## config.mk

```make
export PLATFORM = sky130hd
export DESIGN_NAME = sdram_cke_seq
export DESIGN_NICKNAME = d
export VERILOG_FILES = /design/src/rtl/sdram_cke_pkg.sv /design/src/rtl/sdram_cke_req.sv /design/src/rtl/sdram_cke_timer.sv /design/src/rtl/sdram_cke_fsm.sv /design/src/rtl/sdram_cke_seq.sv
export SDC_FILE = /design/constraint.sdc
export NUM_CORES = 1
export LEC_CHECK = 0
export BUFFER_PORTS_ARGS = -buffer_cell sky130_fd_sc_hd__buf_2
export CAP_MARGIN = 25
export CORE_UTILIZATION = 35
export CTS_CLUSTER_SIZE = 12
export DETAILED_ROUTE_END_ITERATION = 10
export PLACE_DENSITY = 0.64
export SLEW_MARGIN = 20
export SYNTH_ARGS = -nofsm -noshare
export SYNTH_HDL_FRONTEND = slang
export SYNTH_SLANG_ARGS = --single-unit
```

## constraint.sdc

```tcl
create_clock -name clk_i -period 2.04 [get_ports clk_i]
set_clock_uncertainty 0.1 [all_clocks]
set_input_delay 0.102 -clock clk_i [delete_from_list [all_inputs] [get_ports clk_i]]
set_output_delay 0.102 -clock clk_i [all_outputs]
set_load 0.05 [all_outputs]
```

## src/rtl/sdram_cke_pkg.sv

```systemverilog
`timescale 1ns/1ps
package sdram_cke_pkg;
  localparam int CMD_W = 4;
  localparam int NREQ  = 6;

  typedef enum logic [1:0] {
    PS_IDLE = 2'd0,
    PS_PDN  = 2'd1,
    PS_SREF = 2'd2,
    PS_SUSP = 2'd3
  } pwr_state_e;

  // values equal request index + 1
  typedef enum logic [2:0] {
    ACT_NONE   = 3'd0,
    ACT_PD_IN  = 3'd1,
    ACT_SR_IN  = 3'd2,
    ACT_SU_IN  = 3'd3,
    ACT_PD_OUT = 3'd4,
    ACT_SR_OUT = 3'd5,
    ACT_SU_OUT = 3'd6
  } act_e;

  localparam logic [CMD_W-1:0] CMD_NOP  = 4'b0111;
  localparam logic [CMD_W-1:0] CMD_AREF = 4'b0001;
endpackage

```

## src/rtl/sdram_cke_req.sv

```systemverilog
`timescale 1ns/1ps
module sdram_cke_req
  import sdram_cke_pkg::*;
(
  input  pwr_state_e      state_i,
  input  logic            ready_i,
  input  logic            banks_idle_i,
  input  logic            burst_i,
  input  logic [NREQ-1:0] req_i,
  output act_e            act_o,
  output logic            err_o
);
  logic [NREQ-1:0] valid;
  logic            idle_rdy;
  logic            multi;

  assign idle_rdy = (state_i == PS_IDLE) && ready_i;

  always_comb begin
    valid[0] = idle_rdy && banks_idle_i && !burst_i;
    valid[1] = idle_rdy && banks_idle_i && !burst_i;
    valid[2] = idle_rdy && burst_i;
    valid[3] = (state_i == PS_PDN);
    valid[4] = (state_i == PS_SREF);
    valid[5] = (state_i == PS_SUSP);
  end

  assign multi = ($countones(req_i) > 1);
  assign err_o = multi || (|(req_i & ~valid));

  always_comb begin
    act_o = ACT_NONE;
    if (!err_o) begin
      for (int i = 0; i < NREQ; i++) begin
        if (req_i[i]) act_o = act_e'(3'(i + 1));
      end
    end
  end
endmodule

```

## src/rtl/sdram_cke_timer.sv

```systemverilog
`timescale 1ns/1ps
module sdram_cke_timer #(
  parameter int W = 3
) (
  input  logic         clk_i,
  input  logic         rst_ni,
  input  logic         load_i,
  input  logic [W-1:0] val_i,
  output logic         zero_o
);
  logic [W-1:0] cnt_q;

  always_ff @(posedge clk_i or negedge rst_ni) begin
    if (!rst_ni)              cnt_q <= '0;
    else if (load_i)          cnt_q <= val_i;
    else if (cnt_q != '0)     cnt_q <= cnt_q - 1'b1;
  end

  assign zero_o = (cnt_q == '0);
endmodule

```

## src/rtl/sdram_cke_fsm.sv

```systemverilog
`timescale 1ns/1ps
module sdram_cke_fsm
  import sdram_cke_pkg::*;
#(
  parameter int RES_W   = 2,
  parameter int REC_W   = 3,
  parameter int RES_VAL = 2,
  parameter int PDX_VAL = 1,
  parameter int SRX_VAL = 2
) (
  input  logic             clk_i,
  input  logic             rst_ni,
  input  act_e             act_i,
  input  logic             err_i,
  input  logic             ready_i,
  input  logic             res_zero_i,
  input  logic [CMD_W-1:0] host_cmd_i,
  output pwr_state_e       state_o,
  output logic             cke_o,
  output logic [CMD_W-1:0] cmd_o,
  output logic             err_o,
  output logic             res_load_o,
  output logic [RES_W-1:0] res_val_o,
  output logic             rec_load_o,
  output logic [REC_W-1:0] rec_val_o
);
  pwr_state_e       state_q, state_d;
  logic             pend_q, pend_d;
  logic             cke_q, cke_d;
  logic [CMD_W-1:0] cmd_q, cmd_d;
  logic             err_q;
  logic             exit_hit;

  assign exit_hit  = (act_i == ACT_PD_OUT) || (act_i == ACT_SR_OUT);
  assign res_val_o = RES_W'(RES_VAL);

  always_comb begin
    state_d    = state_q;
    pend_d     = pend_q;
    cke_d      = cke_q;
    cmd_d      = CMD_NOP;
    res_load_o = 1'b0;
    rec_load_o = 1'b0;
    rec_val_o  = REC_W'(PDX_VAL);
    unique case (state_q)
      PS_IDLE: begin
        cke_d  = 1'b1;
        pend_d = 1'b0;
        case (act_i)
          ACT_PD_IN: begin
            state_d    = PS_PDN;
            cke_d      = 1'b0;
            res_load_o = 1'b1;
          end
          ACT_SR_IN: begin
            state_d    = PS_SREF;
            cke_d      = 1'b0;
            cmd_d      = CMD_AREF;
            res_load_o = 1'b1;
          end
          ACT_SU_IN: begin
            state_d = PS_SUSP;
            cke_d   = 1'b0;
          end
          default: if (ready_i) cmd_d = host_cmd_i;
        endcase
      end
      PS_PDN, PS_SREF: begin
        cke_d = 1'b0;
        if ((pend_q || exit_hit) && res_zero_i) begin
          state_d    = PS_IDLE;
          cke_d      = 1'b1;
          pend_d     = 1'b0;
          rec_load_o = 1'b1;
          rec_val_o  = (state_q == PS_SREF) ? REC_W'(SRX_VAL) : REC_W'(PDX_VAL);
        end else if (exit_hit) begin
          pend_d = 1'b1;  // early exit: hold until residency met
        end
      end
      PS_SUSP: begin
        cke_d = 1'b0;
        if (act_i == ACT_SU_OUT) begin
          state_d    = PS_IDLE;
          cke_d      = 1'b1;
          rec_load_o = 1'b1;
          rec_val_o  = REC_W'(1);
        end
      end
      default: state_d = PS_IDLE;
    endcase
  end

  always_ff @(posedge clk_i or negedge rst_ni) begin
    if (!rst_ni) begin
      state_q <= PS_IDLE;
      pend_q  <= 1'b0;
      cke_q   <= 1'b1;
      cmd_q   <= CMD_NOP;
      err_q   <= 1'b0;
    end else begin
      state_q <= state_d;
      pend_q  <= pend_d;
      cke_q   <= cke_d;
      cmd_q   <= cmd_d;
      err_q   <= err_i;
    end
  end

  assign state_o = state_q;
  assign cke_o   = cke_q;
  assign cmd_o   = cmd_q;
  assign err_o   = err_q;
endmodule

```

## src/rtl/sdram_cke_seq.sv

```systemverilog
`timescale 1ns/1ps
module sdram_cke_seq
  import sdram_cke_pkg::*;
#(
  parameter int T_PD_MIN = 3,
  parameter int T_CKS    = 1,
  parameter int T_XSR    = 8
) (
  input  logic       clk_i,
  input  logic       rst_ni,
  input  logic       banks_idle_i,
  input  logic       burst_active_i,
  input  logic       pd_enter_i,
  input  logic       pd_exit_i,
  input  logic       sr_enter_i,
  input  logic       sr_exit_i,
  input  logic       susp_enter_i,
  input  logic       susp_exit_i,
  input  logic [3:0] host_cmd_i,
  output logic       cke_o,
  output logic [3:0] cmd_o,
  output logic [1:0] state_o,
  output logic       ready_o,
  output logic       req_err_o
);
  localparam int P_EFF   = (T_PD_MIN < 1) ? 1 : T_PD_MIN;
  localparam int CKS_EFF = (T_CKS < 1) ? 1 : T_CKS;
  localparam int XSR_EFF = (T_XSR < 2) ? 2 : T_XSR;
  localparam int REC_MAX = (CKS_EFF > XSR_EFF) ? CKS_EFF : XSR_EFF;
  localparam int RES_W   = $clog2(P_EFF + 1);
  localparam int REC_W   = $clog2(REC_MAX + 1);

  pwr_state_e       state;
  act_e             act;
  logic             dec_err;
  logic [NREQ-1:0]  req;
  logic             res_load, rec_load, res_zero, rec_zero;
  logic [RES_W-1:0] res_val;
  logic [REC_W-1:0] rec_val;

  assign req = {susp_exit_i, sr_exit_i, pd_exit_i, susp_enter_i, sr_enter_i, pd_enter_i};
  assign ready_o = (state == PS_IDLE) && rec_zero;
  assign state_o = state;

  sdram_cke_req i_req (
    .state_i      (state),
    .ready_i      (ready_o),
    .banks_idle_i (banks_idle_i),
    .burst_i      (burst_active_i),
    .req_i        (req),
    .act_o        (act),
    .err_o        (dec_err)
  );

  sdram_cke_fsm #(
    .RES_W   (RES_W),
    .REC_W   (REC_W),
    .RES_VAL (P_EFF - 1),
    .PDX_VAL (CKS_EFF),
    .SRX_VAL (XSR_EFF)
  ) i_fsm (
    .clk_i      (clk_i),
    .rst_ni     (rst_ni),
    .act_i      (act),
    .err_i      (dec_err),
    .ready_i    (ready_o),
    .res_zero_i (res_zero),
    .host_cmd_i (host_cmd_i),
    .state_o    (state),
    .cke_o      (cke_o),
    .cmd_o      (cmd_o),
    .err_o      (req_err_o),
    .res_load_o (res_load),
    .res_val_o  (res_val),
    .rec_load_o (rec_load),
    .rec_val_o  (rec_val)
  );

  // residency timer
  sdram_cke_timer #(.W(RES_W)) i_res_tmr (
    .clk_i  (clk_i),
    .rst_ni (rst_ni),
    .load_i (res_load),
    .val_i  (res_val),
    .zero_o (res_zero)
  );

  // exit recovery timer
  sdram_cke_timer #(.W(REC_W)) i_rec_tmr (
    .clk_i  (clk_i),
    .rst_ni (rst_ni),
    .load_i (rec_load),
    .val_i  (rec_val),
    .zero_o (rec_zero)
  );
endmodule

```

Word-level counts from Yosys, hierarchy flattened
Cells that the tools add are included.
{"block": "classes", "bitwise_logic": 2, "n_lt_le_gt_ge": 1, "addsub": 7, "n_eq_ne": 13, "reduce_logical": 25, "muxes": 31}
{"cell": "$add 32x32->32", "count": 2}
{"cell": "$gt 32x2->1 const B", "count": 1}
{"cell": "$mux 4", "count": 7}
{"cell": "$mux 2", "count": 6}
{"cell": "$mux 3", "count": 4}
{"cell": "$pmux 2 s3", "count": 2}
{"cell": "$eq 3x3->1 const B", "count": 3}
{"cell": "$mux 1", "count": 8}
{"cell": "$pmux 4 s2", "count": 1}
{"cell": "$reduce_bool 2->1", "count": 4}
{"cell": "$add 1x1->2", "count": 3}
{"cell": "$and 6x6->6", "count": 1}
{"cell": "$eq 3x2->1 const B", "count": 2}
{"cell": "$logic_and 1x1->1", "count": 6}
{"cell": "$not 6->6", "count": 1}
{"cell": "$reduce_or 2->1", "count": 3}
{"cell": "$reduce_or 6->1", "count": 1}
{"cell": "$eq 2x2->1 const B", "count": 2}
{"cell": "$logic_not 2->1", "count": 2}
{"cell": "$logic_not 4->1", "count": 1}
{"cell": "$ne 2x1->1 const B", "count": 2}
{"cell": "$ne 4x1->1 const B", "count": 1}
{"cell": "$pmux 1 s2", "count": 2}
{"cell": "$reduce_bool 4->1", "count": 1}
{"cell": "11 further kinds", "count": 13}
{"block": "word_totals", "out_inout_bits": 9, "inputBits": 14, "wordCells": 86, "regBits": 15}

Depth between registers and ports, before layout
Gate-level depths: netlist of the first run.
{"block": "logic_depth", "ltp_word": 17, "mapped_depth": 12, "depth_no_buf": 12}

Cells and area by module
From an unflattened synthesis of the first run, not the netlist that was laid out.
{"block": "hier_totals", "cells_unflattened": 128, "area_unflattened_um2": 1188.6}
{"mod": "sdram_cke_fsm", "cells_each": 63, "area_per_inst_um2": 593.1, "seq_area_each_um2": 230.2, "n_inst": 1}
{"mod": "sdram_cke_req", "cells_each": 30, "area_per_inst_um2": 235.2, "seq_area_each_um2": 0.0, "n_inst": 1}
{"mod": "sdram_cke_timer (i_rec_tmr)", "cells_each": 22, "area_per_inst_um2": 234.0, "seq_area_each_um2": 100.1, "n_inst": 1}
{"mod": "sdram_cke_timer (i_res_tmr)", "cells_each": 12, "area_per_inst_um2": 113.9, "seq_area_each_um2": 50.0, "n_inst": 1}
{"mod": "sdram_cke_seq", "cells_each": 1, "area_per_inst_um2": 12.5, "seq_area_each_um2": 0.0, "n_inst": 1}

Worst setup path before layout of the first run
Ideal clock, no wire load.
{"block": "synth_path", "kind": "input-to-reg", "from": "in sr_exit_i", "to": "reg i_res_tmr.cnt_q[0]", "stages": 7, "path_buffers": 0, "setup_ns": 0.129, "setup_slack_ns": -0.770, "arrival_ns": 2.581, "required_time_ns": 1.811, "cell_sequence": "ha_1 > fa_1 > ha_1 > nand2b_2 > or3_4 > or4b_4 > o41a_1"}
{"block": "synth_via", "elab_chain_cells": 10, "elab_cells_between_ends": 16, "classes_between": "add/sub (2); order compare (1); eq/ne (2); mux (6); bitwise (1); reduce/logical (4)"}
{"item": "from (decl)", "line": "sdram_cke_seq.sv:16", "source": "input logic sr_exit_i,"}
{"item": "$add 1x1->2 (not written as such)", "line": "sdram_cke_req.sv:28", "source": "assign multi = ($countones(req_i) > 1);"}
{"item": "$add 32x32->32 (not written as such)", "line": "sdram_cke_req.sv:28"}
{"item": "$gt 32x2->1", "line": "sdram_cke_req.sv:28"}
{"item": "$logic_or 1x1->1", "line": "sdram_cke_req.sv:29", "source": "assign err_o = multi || (|(req_i & ~valid));"}
{"item": "$mux 3 (*)", "line": "sdram_cke_req.sv:33", "source": "if (!err_o) begin"}
{"item": "$eq 3x1->1 / $eq 3x2->1 (equally long branches)", "line": "sdram_cke_fsm.sv:49", "source": "case (act_i)"}
{"item": "$reduce_or 2->1 (no line) (*)"}
{"item": "$mux 1 (*)", "line": "sdram_cke_fsm.sv:49"}
{"item": "$mux 1 (*)", "line": "sdram_cke_fsm.sv:45", "source": "unique case (state_q)"}
{"item": "$mux 2 / $reduce_bool 2->1 (equally long branches)"}
{"item": "to (signal assigned)", "line": "sdram_cke_timer.sv:15", "source": "else if (load_i) cnt_q <= val_i;"}
{"item": "to (signal assigned)", "line": "sdram_cke_timer.sv:16", "source": "else if (cnt_q != '0) cnt_q <= cnt_q - 1'b1;"}
{"item": "to (decl)", "line": "sdram_cke_timer.sv:11", "source": "logic [W-1:0] cnt_q;"}
Mark *: on every way between the ends. The rest lies on a longest branch, timed or not.
A chain may end at the register's enable or synchronous reset.

Final worst setup path of the first run
{"block": "layout_path", "from": "in sr_enter_i", "to": "reg i_res_tmr.cnt_q[0]"}
{"block": "layout_via", "elab_chain_cells": 11, "elab_cells_between_ends": 20, "classes_between": "add/sub (3); order compare (1); eq/ne (2); mux (9); bitwise (1); reduce/logical (4)"}
{"item": "from (decl)", "line": "sdram_cke_seq.sv:15", "source": "input logic sr_enter_i,"}
{"item": "$add 1x1->2 (not written as such) / $mux 2 (equally long branches)", "line": "sdram_cke_req.sv:28, sdram_cke_req.sv:35"}
{"item": "$add 32x32->32 (not written as such) / $mux 2 (equally long branches)", "line": "sdram_cke_req.sv:28, sdram_cke_req.sv:35"}
{"item": "$add 32x32->32 (not written as such) / $mux 3 (equally long branches)", "line": "sdram_cke_req.sv:28, sdram_cke_req.sv:35"}
{"item": "$gt 32x2->1 / $mux 3 (equally long branches)", "line": "sdram_cke_req.sv:28, sdram_cke_req.sv:35"}
{"item": "$logic_or 1x1->1 / $mux 3 (equally long branches)", "line": "sdram_cke_req.sv:29, sdram_cke_req.sv:35"}
{"item": "$mux 3 (*)", "line": "sdram_cke_req.sv:33"}
{"item": "$eq 3x1->1 / $eq 3x2->1 (equally long branches)", "line": "sdram_cke_fsm.sv:49"}
{"item": "$reduce_or 2->1 (no line) (*)"}
{"item": "$mux 1 (*)", "line": "sdram_cke_fsm.sv:49"}
{"item": "$mux 1 (*)", "line": "sdram_cke_fsm.sv:45"}
{"item": "$mux 2 / $reduce_bool 2->1 (equally long branches)"}
Marked as above.

==> impl_metrics.csv, run 1 <==
group,metric,value,unit
clock_network,h-tree-depth,1,
status,status,"finished, violations left",
route,dr.max_layer_used,"met4",
route,drt_iter0_drc,30,
route,met3WireLength,244,microns
layout,final-seq-area,383,sq um
power_and_ir_drop,internal-power,0.00110,W
sta,rsz0062_at_grt,"true",
sta,tightest_slew,0.340,ns
power_and_ir_drop,pwr-share-seq,23.8,%
route,viasPerCell,4.83,
floorplanning,rows,20,
floorplanning,start_util,38.1,%
power_and_ir_drop,peakVddDrop,0.506,mV
synthesis,synth_area_per_cell,9.93,sq um
clock_network,cts_tree,"built",
power_and_ir_drop,p_leak,0.867,nW
critical_path,rrSetupSlack,-0.37,ns
layout,syn_to_final_growth,60.2,%
place,dpl.hpwl,2270,microns
clock_network,clock_sinks,15,
sta,drv_slew,0,
critical_path,r2r_cells,10,
synthesis,ys_ff_latch,15,
layout,multiInputGateArea,922,sq um
sta,fin_ws,-0.427,ns
critical_path,crit_type,"input pin to flop",
global_routing,grt-ovfl-total,0,
floorplanning,die_x,60.6,microns
sta,setup_viol,14,
power_and_ir_drop,clkPwrFrac,9.5,%
route,dr.pass1.iters,4,
critical_path,critPathLaunchType,"input pin",
global_routing,track_usage,18.3,%
power_and_ir_drop,total_power,0.00189,W
critical_path,timing.rr.end,"i_fsm.state_o[0]$_DFFE_PN0P_",
floorplanning,die_area,3670,sq um
synthesis,ys_seq_area_share,31.7,%
sta,hold_viol,0,
worst_hold_path,worstHoldPathCells,3,
route,antenna_left,0,
status,violations,"negative setup slack",
sta,relSlewSlack,77.3,%
clock_network,cts_made_buffers,3,
layout,drive_gt1_share,54.3,%
critical_path,arrival,2.55,ns
synthesis,syn_nets,151,
route,drc,0,
global_routing,grt_max_degree,16,
floorplanning,core-area,3150,sq um
synthesis,yosys_warnings,0,
layout,fin_nets,215,
power_and_ir_drop,swShare,41.9,%
worst_hold_path,hp-class,"input pin to flop",
route,vias,1102,
power_and_ir_drop,power.share.combinational,66.7,%
clock_network,clockBufferDepth,2,
route,wl_per_cell,13.3,microns
worst_hold_path,whs_endpoint,"i_res_tmr.cnt_q[1]$_DFFE_PN0P_",
critical_path,worst-path-max-fanout,5,
route,wl_met2,1440,microns
place,port_buffers,22,
run,cap_viol_max_count,0,
worst_hold_path,hold_start,"susp_enter_i",
sta,period_minus_slack,2.47,ns
sta,fmax,405,MHz
power_and_ir_drop,powerDensity,980,nW/um^2
place,routabilityCongestion,0.874,
layout,fillers,272,
floorplanning,die_h,60.6,microns
global_routing,grt_pass1_vias,1130,
clock_network,clock_latency,0.29,ns
place,preCtsSetupSlack,-0.863,ns
synthesis,synth_area,1200,sq um
power_and_ir_drop,power_switching,0.000790,W
synthesis,synth_cell_types,43,
route,detail_route.wirelength.met1,1320,microns
global_routing,grt_pass1_wl,4970,microns
clock_network,path_clk_slew,0.10,ns
critical_path,crit_path_end_kind,"flop",
critical_path,critPathRequiredTime,2.12,ns
route,drt-total-wl,3030,microns
global_routing,antenna_found_initial,0,
clock_network,cts_root_buf,"clkbuf_4",
synthesis,syn_inst,121,
critical_path,r2r-start,"i_fsm.state_o[0]$_DFFE_PN0P_",
sta,period_share,121,%
floorplanning,ios,23,
layout,antennaDiodeCount,0,
[repair_timing]
action                     in CTS  in global routing
setup endpoints to repair      14                 15
gates resized for setup        20                 11
hold endpoints to repair       19                  0
pin swaps                      12                  7
buffers inserted                6                  2
hold buffers                    5                  0
[final cells by class]
cell class | instances | share of cell area (%)
well taps | 44 | 2.86
clock buffers | 3 | 1.17
inverters | 16 | 3.38
repair buffers | 61 | 24.5
clock inverters | 1 | 0.260
flip-flops and latches | 15 | 19.9
multi-input cells | 88 | 47.9
[worst max-delay path, cell delays in order]
cell and delay [ns]:
buf_8 0.11, ha_4 0.15, fa_1 0.58, ha_4 0.21, nand2b_4 0.13, or3_4 0.34
or4b_4 0.53, o41a_1 0.39
[routing by layer]
layer,up-vias,track usage (%)
met1,502,23.4
met4,0,2.92
met2,42,30.6
met5,-,0
met3,4,6.40
li1,554,-
[power by group through the flow]
stage	Sequential, W	Combinational (W)	Clock, W
2_1_floorplan	0.000575	0.000605	0
3_3_place_gp	0.000450	0.00111	0
3_5_place_dp	0.000459	0.00113	0
4_1_cts	0.000452	0.00120	0.000187
5_1_grt	0.000461	0.00137	0.000200
6_report	0.000449	0.00126	0.000178
[cells by family after synthesis]
| kind of cell | Yosys count | synth area share, % |
|---|---|---|
| AND/OR/NAND/NOR | 39 | 21.6 |
| multiplexers | 3 | 2.60 |
| adder cells (fa/ha/maj) | 16 | 17.9 |
| AO/OA/AOI/OAI | 27 | 18.3 |
| XOR/XNOR | 3 | 2.19 |
| flip-flops | 15 | 31.7 |
| buffers and inverters | 18 | 5.73 |
[stage by stage]
step                      cells  utilization, %  setup TNS [ns]  area, sq um  hold WS, ns
after global placement      214            53.0           -9.25         1670      -0.0813
final                       228            61.0           -4.26         1920       0.0557
after floorplan             121               -           -4.71         1300       -0.294
after global routing        228            61.0           -5.16         1920       0.0609
after CTS                   227            59.0           -4.29         1860       0.0506
after detailed placement    214            53.0           -9.87         1670      -0.0683
[worst max path at each step]
| stage | startpoint | end | slack, ns | cells after the start |
|---|---|---|---|---|
| 2_1_floorplan | pd_enter_i | i_res_tmr.cnt_q[0]$_DFFE_PN0P_ | -0.62 | 9 |
| 3_3_place_gp | sr_enter_i | i_res_tmr.cnt_q[0]$_DFFE_PN0P_ | -0.81 | 12 |
| 3_5_place_dp | sr_enter_i | i_res_tmr.cnt_q[0]$_DFFE_PN0P_ | -0.86 | 12 |
| 4_1_cts | sr_exit_i | i_res_tmr.cnt_q[0]$_DFFE_PN0P_ | -0.45 | 10 |
| 5_1_grt | i_fsm.state_o[0]$_DFFE_PN0P_ | i_fsm.state_o[0]$_DFFE_PN0P_ | -0.50 | 10 |
| 6_report | sr_enter_i | i_res_tmr.cnt_q[0]$_DFFE_PN0P_ | -0.43 | 8 |
[Yosys cell counts]
library cell	instances	share of area [%]
o41ai_1	2	1.5
inv_1	16	5.0
a211oi_1	1	0.63
nor2_1	9	2.8
mux2_1	1	0.94
o21bai_1	1	0.63
a22o_1	1	0.73
ha_1	14	15
o31a_1	1	0.73
o41a_1	1	0.94
o21ai_0	6	2.5
nor4_1	1	0.52
dfrtp_1	11	23
buf_1	1	0.31
nand3b_1	1	0.63
fa_1	2	3.3
mux2i_1	2	1.7
or2_2	2	1.0
nand4bb_4	1	2.3
dfstp_2	4	8.7
buf_2	1	0.42
a22oi_1	1	0.63
nand2b_2	1	0.73
nor3b_1	1	0.63
a21oi_1	4	1.7
nor3_1	4	1.7
nand2b_1	3	1.6
o41ai_2	1	1.4
nand2_1	6	1.9
a2111oi_4	1	2.3
and4_1	2	1.5
o22a_1	1	0.73
a31oi_1	2	1.0
or4b_4	1	1.1
nor2b_4	2	2.3
o22ai_1	1	0.52
xnor2_1	3	2.2
o21a_1	2	1.2
or3_1	2	1.0
o221ai_2	1	1.2
or3_4	1	0.94
and2_1	1	0.52
nand3_1	1	0.42
[cells in the final DEF (no fill, tap or decap), drive strengths merged, types with 3 or more instances in the layout]
master / instances
or3: 3
dfrtp: 11
nand2: 6
nor2: 9
dfstp: 4
o21ai: 6
a21oi: 4
inv: 16
ha: 14
nor3: 4
o41ai: 3
clkbuf: 3
buf: 56
nand2b: 4
dlygate4sd3: 5
xnor2: 3
[state kept, by name (all words and copies together) (netlist names)]
signal	flops
i_fsm.state_o	2
i_fsm.cke_o	1
i_fsm.err_o	1
i_fsm.pend_q	1
i_fsm.cmd_o	4
i_rec_tmr.cnt_q	4
i_res_tmr.cnt_q	2
Power figures use the tool's default switching activity.
==> run 2: changes to the inputs <==
ABC_AREA = 1   (was default)
==> run 2 against run 1 <==
  * The flow still finishes with violations (negative setup slack)
  * Die area fell by 3.3%
  * Via count fell by 5.0%
  * Hold slack improved by 0.092 ns
  * Routed wire length fell by 14%
  * Register-to-register slack improved by 0.31 ns
  * Cell area fell by 10%
  * Sequential cell count did not move
  * Highest routed layer unchanged
==> impl_metrics.csv, run 2 <==
group,metric,value,unit
layout,mostFrequentLayoutCell,"inv_1",
critical_path,crit_type,"input pin to flop",
run,cap_viol_max_count,0,
sta,period_minus_slack,2.16,ns
critical_path,arrival,2.24,ns
sta,hold_viol,0,
floorplanning,ios,23,
floorplanning,start_util,37.4,%
critical_path,crit_path_cell_trace,"buf_6 -> ha_4 -> fa_1 -> ha_4 -> inv_2 -> ha_4 -> nand2_2 -> nor2_2 -> nand2_1 -> a21oi_2 -> nand4_1 -> nand2_1 -> nand3_2 -> nand2_2 -> nand2_4 -> nand2_4 -> inv_2 -> nand2_1 -> nand2_1",
synthesis,ys_top_cells_by_count,"26 x inv_1, 26 x nand2_1, 14 x ha_1",
global_routing,grt_pass1_wl,4090,microns
synthesis,synth_top_family_by_area,"simple AND/OR/NAND/NOR gates",
route,dr.pass1.iters,4,
synthesis,synth-main-ff-cell,"dfrtp_1",
critical_path,crit_path_end_kind,"flop",
global_routing,grt_pass1_vias,1011,
synthesis,yosys.area_share.simple,26.1,%
clock_network,clockBufferDepth,2,
sta,fmax,462,MHz
status,violations,"negative setup slack",
critical_path,rrSetupSlack,-0.06,ns
synthesis,async_reset_ff_share,100,%
clock_network,path_clk_slew,0.09,ns
floorplanning,rows,20,
sta,fin_ws,-0.123,ns
critical_path,critPathRequiredTime,2.12,ns
critical_path,crit_top_cell,"nand2_1",
route,viasPerCell,4.59,
synthesis,ys_seq_area_share,32.8,%
synthesis,synth_top_area_share,23.7,%
layout,final_cell_mix,"21 x inv_1, 19 x nand2_1, 15 x buf_2",
layout,syn_to_final_growth,49.1,%
floorplanning,die_x,59.6,microns
layout,fillers,314,
power_and_ir_drop,p_leak,0.818,nW
global_routing,track_usage,15.4,%
clock_network,cts_tree,"built",
worst_hold_path,hp-class,"input pin to async pin",
sta,tightest_slew,0.539,ns
layout,drive_gt1_share,47.8,%
route,antenna_left,0,
route,drt-total-wl,2610,microns
synthesis,yosys_warnings,0,
layout,fin_area,1730,sq um
sta,rsz0062_at_grt,"true",
sta,drv_slew,0,
route,wl_per_cell,11.4,microns
synthesis,synth_area_per_cell,8.23,sq um
place,dpl-instance-area,1490,sq um
place,dpl.hpwl,1960,microns
layout,final_cells,228,
synthesis,synth_cell_types,31,
floorplanning,die_area,3550,sq um
route,drc,0,
clock_network,clock_latency,0.28,ns
place,placed_cells,217,
clock_network,h-tree-depth,1,
critical_path,critPathLaunchType,"input pin",
place,port_buffers,22,
clock_network,cts_root_buf,"clkbuf_4",
floorplanning,die_h,59.6,microns
sta,relSlewSlack,63.7,%
synthesis,yosys.area.top_type,"dfrtp_1",
clock_network,cts_made_buffers,3,
synthesis,synth_compound_area_share,11.1,%
sta,setup_viol,8,
floorplanning,core-area,3100,sq um
route,vias,1047,
global_routing,antenna_found_initial,0,
synthesis,ys_top_cells_by_area,"dfrtp_1 24%, ha_1 15%, dfstp_2 9.1%, inv_1 8.4%, nand2_1 8.4%",
synthesis,synth-xor-area-share,2.27,%
status,status,"finished, violations left",
sta,period_share,106,%
synthesis,syn_inst,141,
layout,fin_nets,215,
place,preCtsSetupSlack,-0.482,ns
global_routing,grt-ovfl-total,0,
layout,antennaDiodeCount,0,
synthesis,synthMuxAreaShare,0,%
clock_network,clock_sinks,15,
critical_path,crit_slowest_cell,"fa_1",
synthesis,syn_nets,171,
global_routing,grt_max_degree,16,
synthesis,synth_adder_area_share,18.6,%
synthesis,synth-edff-count,0,
synthesis,synth_area,1160,sq um
power_and_ir_drop,peakVddDrop,0.277,mV
power_and_ir_drop,powerDensity,899,nW/um^2
synthesis,ys_ff_latch,15,
place,routabilityCongestion,0.810,
critical_path,worst-path-max-fanout,4,
route,drt_iter0_drc,27,
critical_path,crit_path_max_incr_delay,0.51,ns
==> run 2: per-layer routing <==
layer  track usage (%)  vias to the layer above  wire length [microns]
met5                 0                        -                      0
met4              5.65                        0                     31
met3              2.62                        4                     52
met2              26.3                       20                   1360
met1              19.5                      493                   1160
li1                  -                      530                      -
==> run 2: cells by family after synthesis <==
family,count (synthesis)
and+or+nand+nor,60
buffers and inverters,28
AOI/OAI and AO/OA,19
adders and majority gates,16
DFF,15
xor gates and xnor gates,3
==> run 2: final timing paths <==
check | start | end | cells past startpoint
setup / recovery | susp_exit_i | i_rec_tmr.cnt_q[0]$_DFFE_PN0P_ | 19
hold / removal | rst_ni | i_fsm.cmd_o[3]$_DFF_PN0_ | 2
setup reg to reg | i_fsm.state_o[1]$_DFFE_PN0P_ | i_rec_tmr.cnt_q[0]$_DFFE_PN0P_ | 16
hold reg to reg | i_res_tmr.cnt_q[1]$_DFFE_PN0P_ | i_res_tmr.cnt_q[1]$_DFFE_PN0P_ | 2
max in group asynchronous | rst_ni | i_fsm.cke_o$_DFF_PN1_ | 2
min in group clk_i | sr_exit_i | i_fsm.cmd_o[0]$_DFF_PN1_ | 6
==> run 2: layout make-up <==
class / instances / area, sq um / share of cell area [%]
inverter: 28 / 115 / 6.66
timing repair buffer: 39 / 309 / 17.9
clock buffer: 3 / 22.5 / 1.30
sequential: 15 / 380 / 22.0
tap: 44 / 55.1 / 3.18
clock inverter: 1 / 5.00 / 0.289
multi-input combinational: 98 / 842 / 48.7
==> run 2: critical path, delay by kind of cell <==
kind                       cells  cell delay (ns)
adders and majority gates      4             0.95
AOI/OAI and AO/OA              1             0.13
buffers and inverters          3             0.19
and+or+nand+nor               11             0.86
==> run 2: what timing repair did <==
action / in CTS / in global routing
resized for setup: 19 / 25
buffers inserted: 1 / 1
hold endpoints to repair: 19 / 0
endpoints found under the setup margin: 13 / 15
pin swaps: 15 / 11
hold buffers: 5 / 0
==> run 2: through the flow <==
| stage | hold slack (ns) | power, W | setup TNS [ns] | util [%] |
|---|---|---|---|---|
| after floorplan | -0.294 | 0.00108 | -0.790 | - |
| after global placement | -0.0860 | 0.00128 | -5.16 | 47.9 |
| after detailed placement | -0.0794 | 0.00130 | -5.56 | 47.9 |
| after CTS | 0.137 | 0.00149 | -0.464 | 52.7 |
| after global routing | 0.176 | 0.00169 | -2.84 | 55.7 |
| final | 0.148 | 0.00156 | -0.468 | 55.7 |
==> run 2: power by group <==
part	switching, W	internal, W	total (W)
registers	0.0000797	0.000408	0.000488
logic	0.000542	0.000354	0.000896
clock network	0.0000987	0.0000729	0.000172
total	0.000720	0.000835	0.00156
==> run 3: changes to the inputs <==
SLEW_MARGIN = default   (was 20)
TNS_END_PERCENT = 1   (was default)
==> run 3 against run 2 <==
  * The run still ends with negative setup slack left
  * Clock power about the same
  * Hold slack about the same
  * Cell count decreased by 0.44%
  * Cell area decreased by 4.8%
  * Die area unchanged
  * Critical path depth unchanged
  * Total power decreased by 3.6%
  * Routed wire length decreased by 7.3%
==> impl_metrics.csv, run 3 (same netlist as run 2, synthesis figures left out) <==
group,metric,value,unit
critical_path,critPathRequiredTime,2.12,ns
floorplanning,core-area,3100,sq um
status,violations,"negative setup slack",
route,viasPerCell,4.44,
place,preCtsSetupSlack,-0.510,ns
global_routing,antenna_found_initial,0,
global_routing,track_usage,15.0,%
critical_path,crit_path_end_kind,"flop",
clock_network,clockBufferDepth,2,
sta,fin_ws,-0.112,ns
clock_network,cts_root_buf,"clkbuf_4",
layout,final_cell_mix,"22 x inv_1, 22 x nand2_1, 15 x buf_2",
sta,fmax,465,MHz
layout,drive_gt1_share,42.1,%
sta,period_minus_slack,2.15,ns
floorplanning,die_x,59.6,microns
place,routabilityCongestion,0.804,
route,detail_route.wirelength.met1,1080,microns
critical_path,worst-path-max-fanout,4,
layout,antennaDiodeCount,0,
route,wl_per_cell,10.6,microns
floorplanning,die_area,3550,sq um
route,dr.pass1.iters,5,
critical_path,arrival,2.23,ns
route,vias,1008,
route,drt_iter0_drc,27,
sta,rsz0062_at_grt,"true",
floorplanning,rows,20,
route,dr.max_layer_used,"met4",
critical_path,crit_type,"input pin to flop",
global_routing,grt_pass1_wl,3950,microns
power_and_ir_drop,internal-power,0.000819,W
floorplanning,ios,23,
sta,setup_viol,7,
route,antenna_left,0,
power_and_ir_drop,power.share.combinational,56.5,%
run,cap_viol_max_count,0,
power_and_ir_drop,peakVddDrop,0.249,mV
layout,fillers,311,
power_and_ir_drop,pwr-share-seq,32.3,%
route,drt-total-wl,2420,microns
sta,relSlewSlack,71.1,%
status,status,"finished, violations left",
clock_network,clock_sinks,15,
place,dpl.hpwl,1990,microns
sta,drv_slew,0,
sta,period_share,106,%
layout,post-route-util,53.0,%
power_and_ir_drop,swShare,45.4,%
floorplanning,die_h,59.6,microns
power_and_ir_drop,powerDensity,911,nW/um^2
power_and_ir_drop,total_power,0.00150,W
route,drc,0,
global_routing,grt_max_degree,16,
global_routing,grt_pass1_vias,982,
clock_network,h-tree-depth,1,
floorplanning,start_util,37.4,%
route,met3WireLength,65,microns
sta,hold_viol,0,
route,wl_met2,1210,microns
clock_network,cts_made_buffers,3,
power_and_ir_drop,clkPwrFrac,11.2,%
power_and_ir_drop,power_switching,0.000681,W
clock_network,path_clk_slew,0.09,ns
power_and_ir_drop,p_leak,0.791,nW
worst_hold_path,hp-class,"input pin to async pin",
place,port_buffers,22,
clock_network,cts_tree,"built",
critical_path,critPathLaunchType,"input pin",
layout,syn_to_final_growth,41.9,%
layout,fin_nets,214,
sta,tightest_slew,0.428,ns
clock_network,clock_latency,0.28,ns
global_routing,grt-ovfl-total,0,
clock_network,cts_setup_buffers,0,
-- run 3: cell count changes in the layout (fill, tap and decap cells not counted), sizes merged --
cell	delta
clkinv	-1
buf	-1
clkbuf	+1
-- run 3: power by group through the flow --
stage	clock network (W)	registers, W	logic (W)
2_1_floorplan	0	0.000593	0.000490
3_3_place_gp	0	0.000487	0.000787
3_5_place_dp	0	0.000489	0.000811
4_1_cts	0.000178	0.000483	0.000842
5_1_grt	0.000188	0.000497	0.000936
6_report	0.000169	0.000484	0.000847
-- run 3: area by class of cell --
| class | instances | area [sq um] | share of cell area [%] |
|---|---|---|---|
| clock buffer | 4 | 26.3 | 1.60 |
| inverter | 28 | 115 | 7.00 |
| multi-input combinational | 98 | 782 | 47.5 |
| sequential | 15 | 380 | 23.1 |
| tap | 44 | 55.1 | 3.35 |
| timing repair buffer | 38 | 287 | 17.4 |
-- run 3: metrics by stage --
| step | area [sq um] | cells | setup TNS, ns | hold slack (ns) |
|---|---|---|---|---|
| 2_1_floorplan | 1240 | 141 | -0.810 | -0.294 |
| 3_3_place_gp | 1490 | 218 | -5.37 | -0.0823 |
| 3_5_place_dp | 1490 | 218 | -6.01 | -0.0717 |
| 4_1_cts | 1630 | 227 | -0.468 | 0.150 |
| 5_1_grt | 1650 | 227 | -2.13 | 0.183 |
| 6_report | 1650 | 227 | -0.395 | 0.148 |
-- run 3: per-layer routing --
metal  vias to the layer above  global-route usage, %
li1                        527                      -
met1                       456                   17.4
met2                        21                   27.1
met3                         4                   1.31
met4                         0                   7.97
met5                         -                      0
-- run 3: critical path, cell delays in order --
cell and delay (ns):
buf_8 0.11, ha_4 0.15, fa_1 0.51, ha_4 0.18
inv_4 0.05, ha_4 0.11, nand2_2 0.03, nor2_1 0.08
nand2_1 0.06, a21oi_2 0.13, nand4_1 0.12, nand2_1 0.12
nand3_2 0.09, nand2_2 0.09, nand2_2 0.07, nand2_2 0.08
inv_2 0.04, nand2_1 0.05, nand2_1 0.05
-- run 3: worst paths after layout --
| kind | startpoint | to | slack (ns) | depth (start not counted) |
|---|---|---|---|---|
| worst min register to register | i_res_tmr.cnt_q[1]$_DFFE_PN0P_ | i_res_tmr.cnt_q[1]$_DFFE_PN0P_ | 0.42 | 2 |
| max in group asynchronous | rst_ni | i_fsm.cmd_o[0]$_DFF_PN1_ | 1.39 | 2 |
| min in group clk_i | sr_exit_i | i_fsm.cmd_o[0]$_DFF_PN1_ | 0.23 | 6 |
| worst max register to register | i_fsm.state_o[0]$_DFFE_PN0P_ | i_rec_tmr.cnt_q[0]$_DFFE_PN0P_ | 0 | 15 |
| worst min-delay path | rst_ni | i_res_tmr.cnt_q[1]$_DFFE_PN0P_ | 0.15 | 2 |
| worst max-delay path | sr_enter_i | i_rec_tmr.cnt_q[0]$_DFFE_PN0P_ | -0.11 | 19 |
-- run 3: timing repair --
item | 4_1_cts | 5_1_grt
pin swaps | 13 | 13
endpoints found under the setup margin | 14 | 15
resized for setup | 17 | 9
hold endpoints to repair | 19 | 0
hold buffers | 5 | 0
